==> src/rtl/fes_pkg.sv <==
package fes_pkg;

  typedef enum logic [1:0] {
    ST_FETCH  = 2'd0,
    ST_EXEC   = 2'd1,
    ST_VECTOR = 2'd2
  } fes_state_e;

  localparam int CAUSE_MISALIGN = 2;
  localparam int CAUSE_BADOP    = 3;
  localparam int IE_BITS        = 2;

endpackage

==> src/rtl/fes_cause_pick.sv <==
module fes_cause_pick #(
  parameter int CW = 4
) (
  input  logic          misalign,
  input  logic          badop,
  input  logic          trap,
  input  logic [CW-1:0] trap_code,
  output logic          take,
  output logic [CW-1:0] code
);
  import fes_pkg::*;

  // fixed priority: misaligned, then bad opcode, then trap
  always_comb begin
    take = misalign | badop | trap;
    if (misalign)   code = CW'(CAUSE_MISALIGN);
    else if (badop) code = CW'(CAUSE_BADOP);
    else            code = trap_code;
  end

endmodule

==> src/rtl/fes_ctx.sv <==
module fes_ctx #(
  parameter int XLEN = 16,
  parameter int CW   = 4
) (
  input  logic            clk,
  input  logic            rst,
  input  logic            save,
  input  logic [XLEN-1:0] pc_in,
  input  logic [XLEN-1:0] sr_in,
  input  logic [CW-1:0]   code_in,
  output logic [XLEN-1:0] epc,
  output logic [XLEN-1:0] esr,
  output logic [CW-1:0]   ecause
);

  always_ff @(posedge clk) begin
    if (rst) begin
      epc    <= '0;
      esr    <= '0;
      ecause <= '0;
    end else if (save) begin
      epc    <= pc_in;
      esr    <= sr_in;
      ecause <= code_in;
    end
  end

  AST_CTX_HOLD: assert property (@(posedge clk) disable iff (rst)
    !save |=> ($stable(epc) && $stable(esr) && $stable(ecause)));

endmodule

==> src/rtl/fes_rd_port.sv <==
module fes_rd_port #(
  parameter int              XLEN     = 16,
  parameter logic [XLEN-1:0] RST_ADDR = '0
) (
  input  logic            clk,
  input  logic            rst,
  input  logic            req_d,
  input  logic [XLEN-1:0] addr_d,
  input  logic            mem_ack,
  output logic            mem_req,
  output logic [XLEN-1:0] mem_addr
);

  always_ff @(posedge clk) begin
    if (rst) begin
      mem_req  <= ~RST_ADDR[0];
      mem_addr <= RST_ADDR;
    end else begin
      mem_req  <= req_d;
      mem_addr <= addr_d;
    end
  end

  AST_REQ_HOLD: assert property (@(posedge clk) disable iff (rst)
    (mem_req && !mem_ack) |=> (mem_req && $stable(mem_addr)));

endmodule

==> src/rtl/fes_seq.sv <==
module fes_seq #(
  parameter int              XLEN     = 16,
  parameter int              CW       = 4,
  parameter logic [XLEN-1:0] RESET_PC = 16'h0040
) (
  input  logic            clk,
  input  logic            rst,
  output logic            mem_req,
  output logic [XLEN-1:0] mem_addr,
  input  logic [XLEN-1:0] mem_rdata,
  input  logic            mem_ack,
  input  logic [XLEN-1:0] vec_base,
  output logic [XLEN-1:0] insn,
  output logic            insn_valid,
  output logic            retire,
  input  logic            ex_done,
  input  logic            ex_pc_we,
  input  logic [XLEN-1:0] ex_pc_wdata,
  input  logic            ex_sr_we,
  input  logic [XLEN-1:0] ex_sr_wdata,
  input  logic            ex_reti,
  input  logic            ex_trap,
  input  logic [CW-1:0]   ex_trap_cause,
  input  logic            ex_illegal,
  input  logic            ex_unaligned,
  output logic [XLEN-1:0] pc,
  output logic [XLEN-1:0] sr,
  output logic [XLEN-1:0] epc,
  output logic [XLEN-1:0] esr,
  output logic [CW-1:0]   ecause
);
  import fes_pkg::*;

  localparam int              PAD     = XLEN - CW - 1;
  localparam logic [XLEN-1:0] IE_MASK = XLEN'((1 << IE_BITS) - 1);
  localparam logic [XLEN-1:0] STEP    = XLEN'(2);

  fes_state_e      state, state_d;
  logic [XLEN-1:0] pc_d, sr_d, pf, pf_d, nxt, nxt_d, word_in, addr_d;
  logic            nxt_v, nxt_v_d, retire_d, save, req_d, commit;
  logic            take;
  logic [CW-1:0]   pick_code, save_code, cause_d;

  fes_cause_pick #(.CW(CW)) u_pick (
    .misalign  (ex_unaligned),
    .badop     (ex_illegal),
    .trap      (ex_trap),
    .trap_code (ex_trap_cause),
    .take      (take),
    .code      (pick_code)
  );

  fes_ctx #(.XLEN(XLEN), .CW(CW)) u_ctx (
    .clk     (clk),
    .rst     (rst),
    .save    (save),
    .pc_in   (pc),
    .sr_in   (sr),
    .code_in (save_code),
    .epc     (epc),
    .esr     (esr),
    .ecause  (ecause)
  );

  assign word_in = nxt_v ? nxt : mem_rdata;
  assign commit  = (state == ST_EXEC) && ex_done && (nxt_v || mem_ack);

  always_comb begin
    state_d   = state;
    pc_d      = pc;
    sr_d      = sr;
    pf_d      = pf;
    nxt_d     = nxt;
    nxt_v_d   = nxt_v;
    retire_d  = 1'b0;
    save      = 1'b0;
    save_code = CW'(CAUSE_MISALIGN);
    unique case (state)
      ST_FETCH: begin
        if (pc[0]) begin
          save    = 1'b1;
          sr_d    = sr & ~IE_MASK;
          state_d = ST_VECTOR;
        end else if (mem_ack) begin
          pf_d    = mem_rdata;
          pc_d    = pc + STEP;
          nxt_v_d = 1'b0;
          state_d = ST_EXEC;
        end
      end
      ST_EXEC: begin
        if (mem_ack) begin
          nxt_d   = mem_rdata;
          nxt_v_d = 1'b1;
        end
        if (commit) begin
          retire_d = 1'b1;
          nxt_v_d  = 1'b0;
          if (take) begin
            save      = 1'b1;
            save_code = pick_code;
            sr_d      = sr & ~IE_MASK;
            state_d   = ST_VECTOR;
          end else if (ex_reti) begin
            pc_d    = epc;
            sr_d    = esr;
            state_d = ST_FETCH;
          end else begin
            if (ex_sr_we) sr_d = ex_sr_wdata;
            if (ex_pc_we) begin
              pc_d    = ex_pc_wdata;
              state_d = ST_FETCH;
            end else begin
              pf_d = word_in;
              pc_d = pc + STEP;
            end
          end
        end
      end
      ST_VECTOR: begin
        if (mem_ack) begin
          pc_d    = mem_rdata;
          state_d = ST_FETCH;
        end
      end
      default: state_d = ST_FETCH;
    endcase
  end

  // next bus request follows the next state
  always_comb begin
    cause_d = save ? save_code : ecause;
    req_d   = ((state_d == ST_FETCH) && !pc_d[0]) ||
              ((state_d == ST_EXEC) && !nxt_v_d) ||
              (state_d == ST_VECTOR);
    addr_d  = (state_d == ST_VECTOR) ?
              (vec_base + {{PAD{1'b0}}, cause_d, 1'b0}) : pc_d;
  end

  fes_rd_port #(.XLEN(XLEN), .RST_ADDR(RESET_PC)) u_port (
    .clk      (clk),
    .rst      (rst),
    .req_d    (req_d),
    .addr_d   (addr_d),
    .mem_ack  (mem_ack),
    .mem_req  (mem_req),
    .mem_addr (mem_addr)
  );

  always_ff @(posedge clk) begin
    if (rst) begin
      state  <= ST_FETCH;
      pc     <= RESET_PC;
      sr     <= '0;
      pf     <= '0;
      nxt    <= '0;
      nxt_v  <= 1'b0;
      retire <= 1'b0;
    end else begin
      state  <= state_d;
      pc     <= pc_d;
      sr     <= sr_d;
      pf     <= pf_d;
      nxt    <= nxt_d;
      nxt_v  <= nxt_v_d;
      retire <= retire_d;
    end
  end

  assign insn       = pf;
  assign insn_valid = (state == ST_EXEC);

  AST_PC_ADVANCE: assert property (@(posedge clk) disable iff (rst)
    (state == ST_FETCH && !pc[0] && mem_ack) |=>
      (state == ST_EXEC && pc == $past(pc) + STEP));
  AST_IE_CLEAR: assert property (@(posedge clk) disable iff (rst)
    (state == ST_VECTOR) |-> ((sr & IE_MASK) == '0));
  AST_VEC_LOAD: assert property (@(posedge clk) disable iff (rst)
    (state == ST_VECTOR && mem_ack) |=>
      (state == ST_FETCH && pc == $past(mem_rdata)));
  AST_NO_ODD_READ: assert property (@(posedge clk) disable iff (rst)
    mem_req |-> !mem_addr[0]);
  AST_RETIRE_SRC: assert property (@(posedge clk) disable iff (rst)
    retire |-> ($past(state) == ST_EXEC && $past(ex_done)));

endmodule

==> config.mk <==
export PLATFORM = sky130hd
export DESIGN_NAME = fes_seq
export DESIGN_NICKNAME = d
export VERILOG_FILES = /design/src/rtl/fes_pkg.sv /design/src/rtl/fes_cause_pick.sv /design/src/rtl/fes_ctx.sv /design/src/rtl/fes_rd_port.sv /design/src/rtl/fes_seq.sv
export SDC_FILE = /design/constraint.sdc
export NUM_CORES = 1
export LEC_CHECK = 0
export BUFFER_PORTS_ARGS = -buffer_cell sky130_fd_sc_hd__buf_2
export CAP_MARGIN = 20
export CORE_UTILIZATION = 48
export DETAILED_ROUTE_END_ITERATION = 10
export HOLD_SLACK_MARGIN = 0.08
export PLACE_DENSITY = 0.77
export SETUP_SLACK_MARGIN = 0.15
export SKIP_CTS_REPAIR_TIMING = 1
export SLEW_MARGIN = 20
export SYNTH_ARGS = -nofsm -noshare
export SYNTH_HDL_FRONTEND = slang
export SYNTH_HIERARCHICAL = 1
export SYNTH_SLANG_ARGS = --single-unit
export TNS_END_PERCENT = 100
==> constraint.sdc <==
create_clock -name clk -period 3.65 [get_ports clk]
set_input_delay 0.9125 -clock clk [delete_from_list [all_inputs] [get_ports clk]]
set_output_delay 0.9125 -clock clk [all_outputs]
set_load 0.02 [all_outputs]
* Word-level counts from Yosys, hierarchy flattened
Cells that the tools add are included.
Cells by class: reductions and logical operators 18, equality and inequality tests 12, $add $sub $neg 2, muxes and demuxes 47, bitwise operators 5
Operator list (count):
- $mux W16 | 19
- $pmux W16 S2 | 2
- $pmux W16 S3 | 1
- $mux W4 | 6
- $add A16 B2 Y16 const B | 1
- $add A16 B5 Y16 | 1
- $mux W2 | 8
- $ne A2 B2 Y1 const B | 6
- $mux W1 | 8
- $reduce_and A7 Y1 | 1
- $pmux W2 S3 | 1
- $reduce_and A5 Y1 | 1
- $eq A2 B1 Y1 const B | 2
- $eq A2 B2 Y1 const B | 2
- $logic_and A1 B1 Y1 | 4
- $logic_not A2 Y1 | 2
- $ne A4 B1 Y1 const B | 1
- $pmux W1 S2 | 2
- $reduce_and A4 Y1 | 1
- $reduce_bool A2 Y1 | 2
- $logic_or A1 B1 Y1 | 3
- $not A1 Y1 | 3
- $logic_not A1 Y1 | 2
- $ne A2 B1 Y1 const B | 1
- 3 further kinds | 4
Word-level totals: word-level logic and storage cells 97, input port bits 78, output and inout bits 103, register bits 121

* Longest topological paths before layout
Gate-level depths: netlist of the first run.
word-level depth 10, mapped depth 15, mapped depth without buffers 14

* Cells and area by module
The synthesis of the first run kept the hierarchy.
Modules (own cells, without submodules):
- fes_seq | instances 1, seq. area each 1361.3 µm², cells each 630, area an instance 4599.4 µm²
- fes_ctx | instances 1, seq. area each 720.7 µm², cells each 116, area an instance 1306.3 µm²
- fes_rd_port | instances 1, seq. area each 340.3 µm², cells each 35, area an instance 465.4 µm²
- fes_cause_pick | instances 1, seq. area each 0.0 µm², cells each 5, area an instance 37.5 µm²

* Worst setup path before layout of the first run
Ideal clock, no wire load.
path type input to register, from input ex_unaligned, to register u_port.mem_addr[15], library setup time 0.114 ns, slack 0.126 ns, stages 14, arrival time 3.410 ns, cell sequence or3_1 clkbuf_1 and2_1 a21oi_1 inv_1 o21a_1 fa_1 a21o_1 a21o_1 nand2_1 nor2_1 xnor2_1 mux2i_1 and2b_1
Between the ends: longest elaborated chain between the ends 8
RTL lines:
- start, declared | RTL line fes_seq.sv:25 | input logic ex_unaligned,
- $or A1 B1 Y1 (2 in a row) | RTL line fes_cause_pick.sv:15 | take = misalign | badop | trap;
- $mux W1 | RTL line fes_seq.sv:99 | if (take) begin
- $mux W1 | RTL line fes_seq.sv:96 | if (commit) begin
- $pmux W1 S2 | RTL line fes_seq.sv:78 | unique case (state)
- net save | RTL line fes_seq.sv:40 | logic nxt_v, nxt_v_d, retire_d, save, req_d, commit;
- $mux W4
- $add A16 B5 Y16 | RTL line fes_seq.sv:137 | (vec_base + {{PAD{1'b0}}, cause_d, 1'b0}) : pc_d;
- $mux W16 | RTL line fes_seq.sv:136 | addr_d = (state_d == ST_VECTOR) ?
- net addr_d[15] | RTL line fes_seq.sv:39 | logic [XLEN-1:0] pc_d, sr_d, pf, pf_d, nxt, nxt_d, word_in, addr_d;
- end signal, assigned | RTL line fes_rd_port.sv:20 | mem_addr <= addr_d;
- end, declared | RTL line fes_rd_port.sv:11 | output logic [XLEN-1:0] mem_addr
The timed path passes the listed nets, and every way through them passes these cells. A chain may end at the register's enable or synchronous reset.

* Worst setup path after layout of the first run
from input ex_unaligned, to register u_port.mem_addr[7]
Between the ends: longest elaborated chain between the ends 8
RTL lines:
- $or A1 B1 Y1 (2 in a row) | RTL line fes_cause_pick.sv:15
- net take | RTL line fes_seq.sv:41 | logic take;
- $mux W1 | RTL line fes_seq.sv:99
- $mux W1 | RTL line fes_seq.sv:96
- $pmux W1 S2 | RTL line fes_seq.sv:78
- net save | RTL line fes_seq.sv:40
- $mux W4
- $add A16 B5 Y16 | RTL line fes_seq.sv:137
- $mux W16 | RTL line fes_seq.sv:136
- net addr_d[7] | RTL line fes_seq.sv:39
The timed path passes the listed nets, and every way through them passes these cells.

==> run summary, run 1 <==
The analysis attributes to cell leakage a power of 3.498 nW. The number of max-cap violations came out at 0. The peak supply drop is 0.0002828 V, and the starting density of the core is 49.97%. The number of antenna diodes in the final layout is 0. In the post-synthesis netlist, the biggest area contributors are dfxtp_1, mux2i_1, nor2_1, nand2_1, a21oi_1. The time the final worst path needs with I/O delays and setup works out to 3173 ps.

Setup repair after global routing left no endpoint under its margin. For the number of buffers inserted during clock tree synthesis, the log shows 17. The path class of the tightest hold or removal check is reg2reg.

The logs give 3920 ps for the data required time of the worst path and 0 for the aggregate global routing overflow. The first global-routing pass estimated 31290 microns of wire. After technology mapping, the gate count stands at 786. The wire length per cell was 16.81 microns. Dividing the detail-routed via count by the number of cells gives 5.653.

The detailed router finished its first iteration with 778 violations. The largest family of logic cells by synthesized area is simple AND/OR/NAND/NOR gates. The xor and xnor fraction of the mapped netlist area is 3.007%. In the layout the commonest cells are buf_2, dfxtp_1, nor2_1, nand2_1, mux2i_1.

The delay contributed by the slowest stage of the critical path was 430 ps. Worst path arrival time: 3440 ps. The endpoint kind of the worst setup timing path is a flop.

The logs give 8010 sq um for the post-route standard cell area excluding fillers and 9 for the detailed-router iteration count before antenna repair. The floorplan die area is 13820 sq um. A synthesized cell averages 8.153 sq um. The synthesized design devotes to its leading area cell type 37.80% of total area. Share of the cycle needed by the critical path after routing: 86.94%. In this run the count of I/O pins placed on the die edge is 181. Most common cell after layout, fill and taps aside: buf_2. In this run the cell area of the synthesized design comes to 6409 sq um.

After Yosys synthesis, and, or, nand and nor cells account for 22.69% of the synthesized area. The clock tree synthesis step divided the H-tree into 4 levels. Measured along the y axis, the die boundary spans 117.6 microns. For the clock latency at the later pin of the worst-skew pair, the log shows 410 ps. Broken down by cell family, the worst path's largest delay share belongs to simple AND/OR/NAND/NOR gates. Synthesis inferred 121 register bits.

The run gives 19110 microns as the wire length reported by the detailed router. Compound-cell area share of the yosys netlist: 19.72%. After detailed placement, the total cell area comes to 7446 sq um.

The tools report the clock tree skew after final layout as 10.07 ps. The clock transition time at the flip-flop clock pins of the worst setup and hold paths works out to 60 ps. For the total number of clock tree sinks, the log shows 121.

The number of buffer cells added on primary ports was 180; the final-layout worst hold slack was 455.3 ps. The congestion estimate from routability-driven global placement came to 0.9602. The total negative setup slack was 0 ps; the highest clock rate was 315.1 MHz.

In the global route stage, overall resource usage came out at 27.99%. The tools report the remaining design rule violation count as 0. Entering global routing, the biggest net connects 76 pins. The tools report the number of antenna violations at the first check in global routing as 0. For this run, the leading register cell type out of synthesis is dfxtp_1. The routed layout has 6428 vias. Power spread over the standard cell area amounts to 446.0 nW/um^2. Measured on the finished design, the core utilization comes to 62.46%. From left edge to right edge, the die measures 117.6 microns. The filler cells instantiated in the layout total 1164. Once routing completed, OpenROAD measured the worst setup slack at 476.6 ps.

The total nets after synthesis was 870. Setup violations remaining at the end of the flow were counted as 0. The fraction of synthesis flops using an asynchronous set or reset pin came out at 0%. Summing the areas of all fa, ha and maj instances in the mapped netlist gives 1.289% of the synthesized area. The area growth from synthesis to layout is 24.99%. For this design, the slowest cell found on the critical path is fa_1. The run gives 0 as the max-slew violation total from the final report. Measured against its own limit, the worst slew margin works out to 29.03%.

The number of buffers and inverters on the critical path was 2; the count of antenna-violating nets left after detailed routing was 0. The tools report the share of the yosys chip area belonging to registers as 37.80%. The floorplan has 41 rows. TritonCTS built the clock tree. The via count of the first global-routing pass came out at 6008. The flow ran to the end, and the final reports show no timing, DRC or antenna violations. Net count of the finished layout: 1039.

The kind of start point of the critical path is an input port. Measured slew at the worst slew-check pin: 1059 ps. The root buffer cell chosen for the clock tree is clkbuf_16. The number of synthesized flops with an enable pin is 0. The run gives 82.37 ps as the minimum setup slack after placement. During synthesis, Yosys emitted a total of 6 warnings. The highest fanout seen on the critical path works out to 5. The region available for standard cell placement spans 12820 sq um. The fraction of final layout cells sized beyond drive strength 1 is 25.80%. Of all cell types, the one taking the most synthesized area is dfxtp_1. No sink is reached through more buffers than the 2 on the longest clock path. The critical path goes through buf_2, or3_1, and2_1, a21oi_2, inv_2, o21a_1, fa_1, a21o_1, a21o_1, nand3_1, xor2_1, mux2i_1, nor2b_1. The cell occurring most often along the worst timing path was a21o_1. The hold violation total from the final report is 0.

The critical path in this run is classified as in2reg. Placed wire-length estimate: 13500 microns. In the synthesized netlist, mux cells make up 10.21% of the area.

Counting distinct cell types in the post-synthesis netlist gives 68.
==> Yosys cell counts (3+ instances only) <==
cell type  instances
a211oi_1          19
a21oi_1           59
xnor2_1           17
mux2i_1           62
nor3_1             6
and2_1             4
mux2_2             3
or3_1              5
and3_1             7
o221ai_1           5
nor2_1           117
nand2_1           98
xor2_1             5
a31oi_1            9
nand2b_1           7
o21a_1             8
o211ai_1           3
ha_1               5
nor3b_1            3
and2b_1            6
nand3_1           26
nor2b_1           13
a311oi_1          17
inv_1              7
clkbuf_1          29
buf_1              3
nand4_1            9
dfxtp_1          121
a21o_1            10
o21ai_0           19
buf_2             18
a22oi_1            8
o22ai_1           10
buf_12             3
nor4_1             4
==> path summary, 6_finish.rpt <==
path,startpoint,to,slack [ps],cells after the start
worst max register to register,state[1]$_SDFF_PP0_,u_port/mem_addr[7]$_SDFF_PP0_,730,13
worst max-delay path,ex_unaligned,u_port/mem_addr[7]$_SDFF_PP0_,480,13
worst min register to register,nxt[8]$_SDFFE_PP0P_,nxt[8]$_SDFFE_PP0P_,460,2
worst min-delay path,nxt[8]$_SDFFE_PP0P_,nxt[8]$_SDFFE_PP0P_,460,2
==> power by group <==
group / internal (W) / switching (W)
logic: 0.000200 / 0.000333
clock network: 0.00106 / 0.000576
registers: 0.00137 / 0.0000348
==> metal layers <==
layer | vias up | share of wire, % | global-route usage [%]
met1 | 2959 | 45 | 37.55
met2 | 293 | 45 | 44.01
li1 | 3145 | - | -
met3 | 31 | 8.4 | 6.977
met5 | - | 0 | 0
met4 | 0 | 1.7 | 8.814
==> tightest hold or removal path: stages, from the launching register on <==
cell,delay (ps)
dfxtp_1,310
nand2_1,50
a21oi_1,50
==> final cells by class <==
class	count	area (sq um)	share of cell area (%)
repair buffers	207	1119	13.96
clock buffers	20	436.7	5.451
clock inverters	9	127.6	1.593
inverters	9	33.78	0.4217
flip-flops and latches	121	2422	30.24
multi-input cells	599	3656	45.64
well taps	172	215.2	2.687
==> logic make-up (layout without fill, tap and decap cells) <==
kind of cell	Yosys count	in the layout
adder cells (fa/ha/maj)	6	6
multiplexers	65	65
flip-flops	121	121
buffers and inverters	66	245
AO/OA/AOI/OAI	190	190
AND/OR/NAND/NOR	316	316
XOR/XNOR	22	22
==> state kept, by name, indices dropped and copies added, names as in the netlist, 2 cells and up <==
signal,flops
u_port/mem_addr,16
u_ctx/ecause,4
u_ctx/epc,16
u_ctx/esr,16
state,2
sr,16
nxt,16
insn,16
pc,16
==> metrics by stage <==
stage,total power [W],instances
floorplan,0.001776,786
global placement,0.001951,1108
detailed placement,0.001956,1108
CTS,0.003588,1137
global route,0.003714,1137
finish,0.003573,1137
Note: power is estimated with default switching activity, not from simulation.
==> run 2: changes to the inputs <==
CORE_UTILIZATION = 49   (was 48)
CTS_BUF_LIST = sky130_fd_sc_hd__clkbuf_8   (was not set)
PLACE_DENSITY = 0.79   (was 0.77)
==> run 2 against run 1 <==
Worst hold slack improved by 0.84 ps. Clock skew barely moved. Via count rose by 0.17%. Non-clock buffer count rose by 2. Utilization fell by 0.18 points. Maximum frequency fell by 3.1%. Die area fell by 2.0%. Register-to-register slack got worse by 70 ps. Design area fell by 1.5%. Sequential cell count did not move. Power fell by 7.9%. Critical path type unchanged. Critical endpoint is now u_port/mem_addr[6]$_SDFF_PP1_.
==> run summary, run 2 (synthesized netlist as in run 1, its figures left out) <==
Setup repair after global routing left no endpoint under its margin. The worst setup path is of the in2reg kind. The run gives 18850 microns (-1.4%) as the wire length reported by the detailed router. STA classifies the critical path startpoint as an input port. Count of antenna-violating nets left after detailed routing: 0 (unchanged). The highest fanout seen on the critical path is 5 (unchanged). The layout-stage area growth over the synthesis result works out to 23.14%. The number of violations reported at the end of detailed-routing iteration 0 came out at 811 (+4.2%). The tools report the total I/O pin count as 181 (unchanged). The number of antenna violations at the first check in global routing came out at 0 (unchanged).

The worst path arrival time is 3600 ps (+160 ps). For the net count of the finished layout, the log shows 1041 (+0.19%). The logs give 0 (unchanged) for the number of diodes and 3.473 nW (-0.69%) for the leakage power of the design. The placed wire-length estimate is 13410 microns (-0.62%), and the fraction of final layout cells sized beyond drive strength 1 is 26.11% (+0.31 points). For the max-slew violation total from the final report, the log shows 0 (unchanged). The row count came out at 41 (unchanged).

The remaining design rule violation count was 0 (unchanged); the wire length per cell was 16.52 microns (-1.7%). Maximum number of pins on one net before global-route repair: 80 (+5.3%). Total area of multi-input combinational cells: 3656 sq um (unchanged). Buffer depth of the longest clock path: 2 (unchanged).

The share of the cycle needed by the critical path after routing works out to 89.70% (+2.8 points). For the total number of vias, the log shows 6439 (+0.17%). The floorplan die area was 13540 sq um (-2.0%); the clock transition time at the flip-flop clock pins of the worst setup and hold paths was 70 ps (about the same). The worst min-delay path category is reg2reg.

The via count of the first global-routing pass is 5800 (-3.5%), and the routability-driven placement congestion ratio is 0.9794 (+2.0%). Clock latency at the later pin of the worst-skew pair: 440 ps (+30 ps). The final-report setup violation count is 0 (unchanged), and the via count normalized by instance count is 5.643 (-0.18%).

Traced cell by cell, the critical path runs through buf_2, or3_1, and2_1, a21oi_2, inv_2, o21a_1, ha_1, a211oi_1, o21bai_1, buf_4, nand2_1, xnor2_1, mux2_2, or2_1. Number of buffers inserted during clock tree synthesis: 17 (unchanged). The starting density of the core was 50.58% (+0.61 points). Most common cell after layout, fill and taps aside: buf_2. The tools report the detailed-router iteration count before antenna repair as 6 (-3).

The time the final worst path needs with I/O delays and setup came out at 3274 ps (+100.8 ps). The peak supply drop is 0.0002463 V (-13%), and the number of max-cap violations is 0 (unchanged). The slowest cell on the critical path was or3_1.

The clock tree skew after final layout was 10.15 ps (+0.08830 ps). The tools report the aggregate global routing overflow as 0 (unchanged). The number of buffers and inverters on the critical path was 3 (+1); the highest clock rate was 305.4 MHz (-3.1%). The tools report the filler cell count as 1168 (+0.34%). TritonCTS built the clock tree. The core region area came out at 12670 sq um (-1.2%). The measured slew at the worst slew-check pin is 809.6 ps (-249.2 ps). The run gives 0 (unchanged) as the hold violation total from the final report. The vertical die dimension is 116.4 microns (-1.0%). The power density of the placed cells was 417.0 nW/um^2 (-6.5%); the horizontal die dimension was 116.4 microns (-1.0%). The logs give 29770 microns (-4.9%) for the wire length of the first global-routing pass and 4 (unchanged) for the number of H-tree levels.

The delay contributed by the slowest stage of the critical path is 420 ps (about the same). The number of buffer cells added on primary ports is 180 (unchanged), and the total negative setup slack is 0 ps (unchanged). The flow ran to the end, and the final reports show no timing, DRC or antenna violations. The worst setup path is captured at a flop. The area used by sequential logic in the layout came out at 2422 sq um (unchanged). The root buffer cell chosen for the clock tree is clkbuf_8. The library cells used most frequently in the layout, excluding fill and tap cells, are buf_2, dfxtp_1, nor2_1, nand2_1, mux2i_1. The post-layout worst setup margin came out at 375.8 ps (-100.8 ps). The cell class contributing the biggest share of worst-path delay was simple AND/OR/NAND/NOR gates.

The headroom to the max-slew limit came out at 46.03% (+17 points). The logs give 28.57% (+0.58 points) for the global-route total usage across every layer and 121 (unchanged) for the total number of clock tree sinks. The tools report the minimum setup slack after placement as -53.02 ps (-135.4 ps).

For the data required time of the worst path, the log shows 3980 ps (+60 ps).
-- run 2: final timing paths --
kind | endpoint | startpoint | cells after the start | slack, ps
worst max-delay path | u_port/mem_addr[6]$_SDFF_PP1_ | ex_unaligned | 14 | 380
worst min-delay path | nxt[1]$_SDFFE_PP0P_ | nxt[1]$_SDFFE_PP0P_ | 2 | 460
worst min register to register | nxt[1]$_SDFFE_PP0P_ | nxt[1]$_SDFFE_PP0P_ | 2 | 460
worst max register to register | u_port/mem_addr[15]$_SDFF_PP0_ | state[1]$_SDFF_PP0_ | 14 | 660
-- run 2: layout make-up --
type | count | share of cell area, %
tap | 172 | 2.727
clock inverter | 12 | 2.299
clock buffer | 19 | 3.314
inverter | 9 | 0.4281
multi-input combinational | 599 | 46.33
sequential | 121 | 30.70
timing repair buffer | 209 | 14.21
-- run 2: tightest hold or removal path, cell delays in order (launching register included) --
cell and delay, ps:
dfxtp_1 310, nand2_1 50, a21oi_1 50
-- run 2: through the flow --
stage | util, % | instance area [sq um] | total power (W) | cells | hold slack (ps)
final | 62.28 | 7891 | 0.003291 | 1141 | 456.1
after detailed placement | 58.78 | 7448 | 0.001956 | 1110 | 446.5
after global placement | 58.78 | 7448 | 0.001951 | 1110 | 442.1
after floorplan | - | 6412 | 0.001776 | 786 | 436.6
after CTS | 62.28 | 7891 | 0.003294 | 1141 | 455.9
after global routing | 62.28 | 7891 | 0.003425 | 1141 | 469.8
-- run 2: routing by layer --
metal	routed length (microns)	track usage (%)	vias up
li1	-	-	3137
met1	8184	37.56	2940
met2	8520	44.22	319
met3	1646	6.902	43
met4	494	13.16	0
met5	0	0	-
-- run 2: power by group --
group / internal, W / switching, W / total [W] / leakage [nW]
Sequential: 0.00137 / 0.0000339 / 0.00141 / 0.982
Combinational: 0.000201 / 0.000331 / 0.000532 / 2.25
Clock: 0.000833 / 0.000520 / 0.00135 / 0.239
Total: 0.00240 / 0.000886 / 0.00329 / 3.47
==> run 3: changes to the inputs <==
==> constraint.sdc (replaced) <==
create_clock -name clk -period 3.65 [get_ports clk]
set_input_delay 0 -clock clk [delete_from_list [all_inputs] [get_ports clk]]
set_output_delay 0 -clock clk [all_outputs]
set_load 0.02 [all_outputs]
==> run 3 against run 2 <==
Routed wire length rose by 2.8%. Setup slack improved by 110 ps. Via count rose by 2.5%. Combinational power rose by 5.1%. Clock skew barely moved. Global-route usage fell by 0.44 points. Sequential share of layout area fell by 1.3 points. Utilization rose by 2.8 points. Critical path type is now reg2reg. Critical endpoint is now u_port/mem_addr[8]$_SDFF_PP0_.
==> run summary, run 3 (synthesized netlist as in run 1, its figures left out) <==
The vertical die dimension came out at 116.4 microns (unchanged). The highest clock rate was 316.2 MHz (+3.5%); the delay contributed by the slowest stage of the critical path was 380 ps (-40 ps). TritonCTS built the clock tree. The max-slew violation total from the final report is 0 (unchanged). The cell class contributing the biggest share of worst-path delay was compound AO/OA/AOI/OAI gates.

In this run the worst hold path is classified as in2reg. The clock latency at the later pin of the worst-skew pair is 440 ps (about the same). The tree is rooted in a clkbuf_8. Headroom to the max-slew limit: 31.13% (-15 points). Setup repair after global routing left no endpoint under its margin. Number of buffer cells added on primary ports: 180 (unchanged). The fraction of final layout cells sized beyond drive strength 1 is 24.00% (-2.1 points), and the total number of clock tree sinks is 121 (unchanged). Among all stages on the critical path, the largest delay is contributed by o21bai_1. Layout-stage area growth over the synthesis result: 28.62%.

Type of the setup path with the least slack: reg2reg. The routability-driven placement congestion ratio is 0.9372 (-4.3%), and the power density of the placed cells is 406.3 nW/um^2 (-2.6%). The measured slew at the worst slew-check pin is 1029 ps (+219.7 ps). The logs give 2 (unchanged) for the buffer depth of the longest clock path and 3.577 nW (+3.0%) for the leakage power of the design. Wire length of the first global-routing pass: 29270 microns (-1.7%). The logs give 28.13% (-0.44 points) for the global-route total usage across every layer and 0 (unchanged) for the hold violation total from the final report. For the total number of vias, the log shows 6598 (+2.5%). For the data required time of the worst path, the log shows 4010 ps (+30 ps). The tools report the number of antenna violations at the first check in global routing as 0 (unchanged). Leaving out fill and tap cells, the most frequent cell in the layout is buf_2. The row count was 41 (unchanged); the number of buffers inserted during clock tree synthesis was 17 (unchanged).

The tools report the placed wire-length estimate as 12970 microns (-3.3%). The logs give 487.1 ps (+111.3 ps) for the post-layout worst setup margin and 4 (unchanged) for the number of H-tree levels. The via count normalized by instance count was 5.630 (-0.24%); the number of max-cap violations was 0 (unchanged). The tools report the kind of start point of the critical path as a flop. The run gives 0 (unchanged) as the final-report setup violation count.

The logs give 10.44 ps (+0.2885 ps) for the clock tree skew after final layout and 50.58% (unchanged) for the starting density of the core. The total negative setup slack was 0 ps (unchanged); the remaining design rule violation count was 0 (unchanged). The endpoint kind of the worst setup timing path is a flop.

Final-layout worst hold slack: 44.30 ps (-411.8 ps). The signal on the critical path passes through o21ai_2, nor2_1, and2_1, a21oi_1, inv_2, o21a_1, ha_1, a211oi_1, o21bai_1, nand2_1, xnor2_1, o22ai_1, a31oi_1, nor2b_1. The clock transition time at the flip-flop clock pins of the worst setup and hold paths was 70 ps (about the same).

The number of violations reported at the end of detailed-routing iteration 0 was 638 (-21%); the horizontal die dimension was 116.4 microns (unchanged). The number of buffers and inverters on the critical path was 1 (-2); the wire length reported by the detailed router was 19370 microns (+2.8%). The core region area is 12670 sq um (unchanged). The share of the cycle needed by the critical path after routing is 86.66% (-3.0 points).

In the layout the commonest cells are buf_2, dfxtp_1, nor2_1, nand2_1, mux2i_1. The peak supply drop is 0.0002420 V (-1.7%). The maximum number of pins on one net before global-route repair was 92 (+15%); the floorplan die area was 13540 sq um (unchanged). The wire length per cell came out at 16.52 microns (about the same).

For the via count of the first global-routing pass, the log shows 5791 (-0.16%). For the minimum setup slack after placement, the log shows 459.6 ps (+512.6 ps). The post-route core utilization came out at 65.05% (+2.8 points). The logs give 0 (unchanged) for the aggregate global routing overflow and 1071 (+2.9%) for the net count of the finished layout.

For the number of diodes, the log shows 0 (unchanged). The worst path arrival time came out at 3530 ps (-70 ps). The run finished with clean final reports.

The count of antenna-violating nets left after detailed routing was 0 (unchanged). The total I/O pin count was 181 (unchanged); the highest fanout seen on the critical path was 7 (+2). The time the final worst path needs with I/O delays and setup was 3163 ps (-111.3 ps).

The detailed-router iteration count before antenna repair is 6 (unchanged).
==> run 3: cell count changes in the layout (fill, tap and decap cells not counted) <==
cell / previous run / this run
buf_4: 30 / 16
a21oi_1: 58 / 59
a21oi_2: 2 / 1
inv_1: 9 / 8
clkinv_4: 0 / 1
dlygate4sd3_1: 0 / 44
clkinvlp_4: 0 / 4
clkinv_2: 4 / 1
==> run 3: worst reg2reg max path: stages (launching register included) <==
cell	delay [ps]
dfxtp_1	320
o21ai_2	300
nor2_1	180
and2_1	210
a21oi_1	310
inv_2	70
o21a_1	210
ha_1	300
a211oi_1	70
o21bai_1	390
nand2_1	120
xnor2_1	180
o22ai_1	100
a31oi_1	180
nor2b_1	160
==> run 3: power breakdown <==
part | switching (W) | internal [W] | total, W
Clock | 0.000543 | 0.000843 | 0.00139
Sequential | 0.0000330 | 0.00137 | 0.00140
Combinational | 0.000336 | 0.000223 | 0.000559
==> run 3: path summary, 6_finish.rpt <==
| path | start | to | slack (ps) | cells after the start |
|---|---|---|---|---|
| worst max-delay path | nxt_v$_SDFF_PP0_ | u_port/mem_addr[8]$_SDFF_PP0_ | 490 | 14 |
| worst min-delay path | vec_base[13] | u_port/mem_addr[13]$_SDFF_PP0_ | 40 | 5 |
| worst max register to register | nxt_v$_SDFF_PP0_ | u_port/mem_addr[8]$_SDFF_PP0_ | 490 | 14 |
| worst min register to register | nxt[11]$_SDFFE_PP0P_ | nxt[11]$_SDFFE_PP0P_ | 460 | 2 |
==> run 3: final cells by class <==
class	count	area [sq um]
inverter	9	33.78
multi-input combinational	599	3652
clock buffer	19	261.5
tap	172	215.2
clock inverter	13	201.4
timing repair buffer	239	1456
sequential	121	2422
fill	1091	4428
==> run 3: routing by layer <==
layer / global-route usage [%] / vias to the layer above / part of all wire [%]
li1: - / 3201 / -
met1: 38.33 / 3027 / 44
met2: 42.29 / 318 / 46
met3: 6.279 / 52 / 7.4
met4: 12.91 / 0 / 3.1
met5: 0 / - / 0
==> run 3: through the flow <==
step                std cells  power, W  area [sq um]
floorplan                 786  0.001776          6409
global placement         1096  0.001939          7340
detailed placement       1096  0.001943          7340
CTS                      1128  0.003321          7802
global route             1172  0.003486          8243
finish                   1172  0.003349          8243
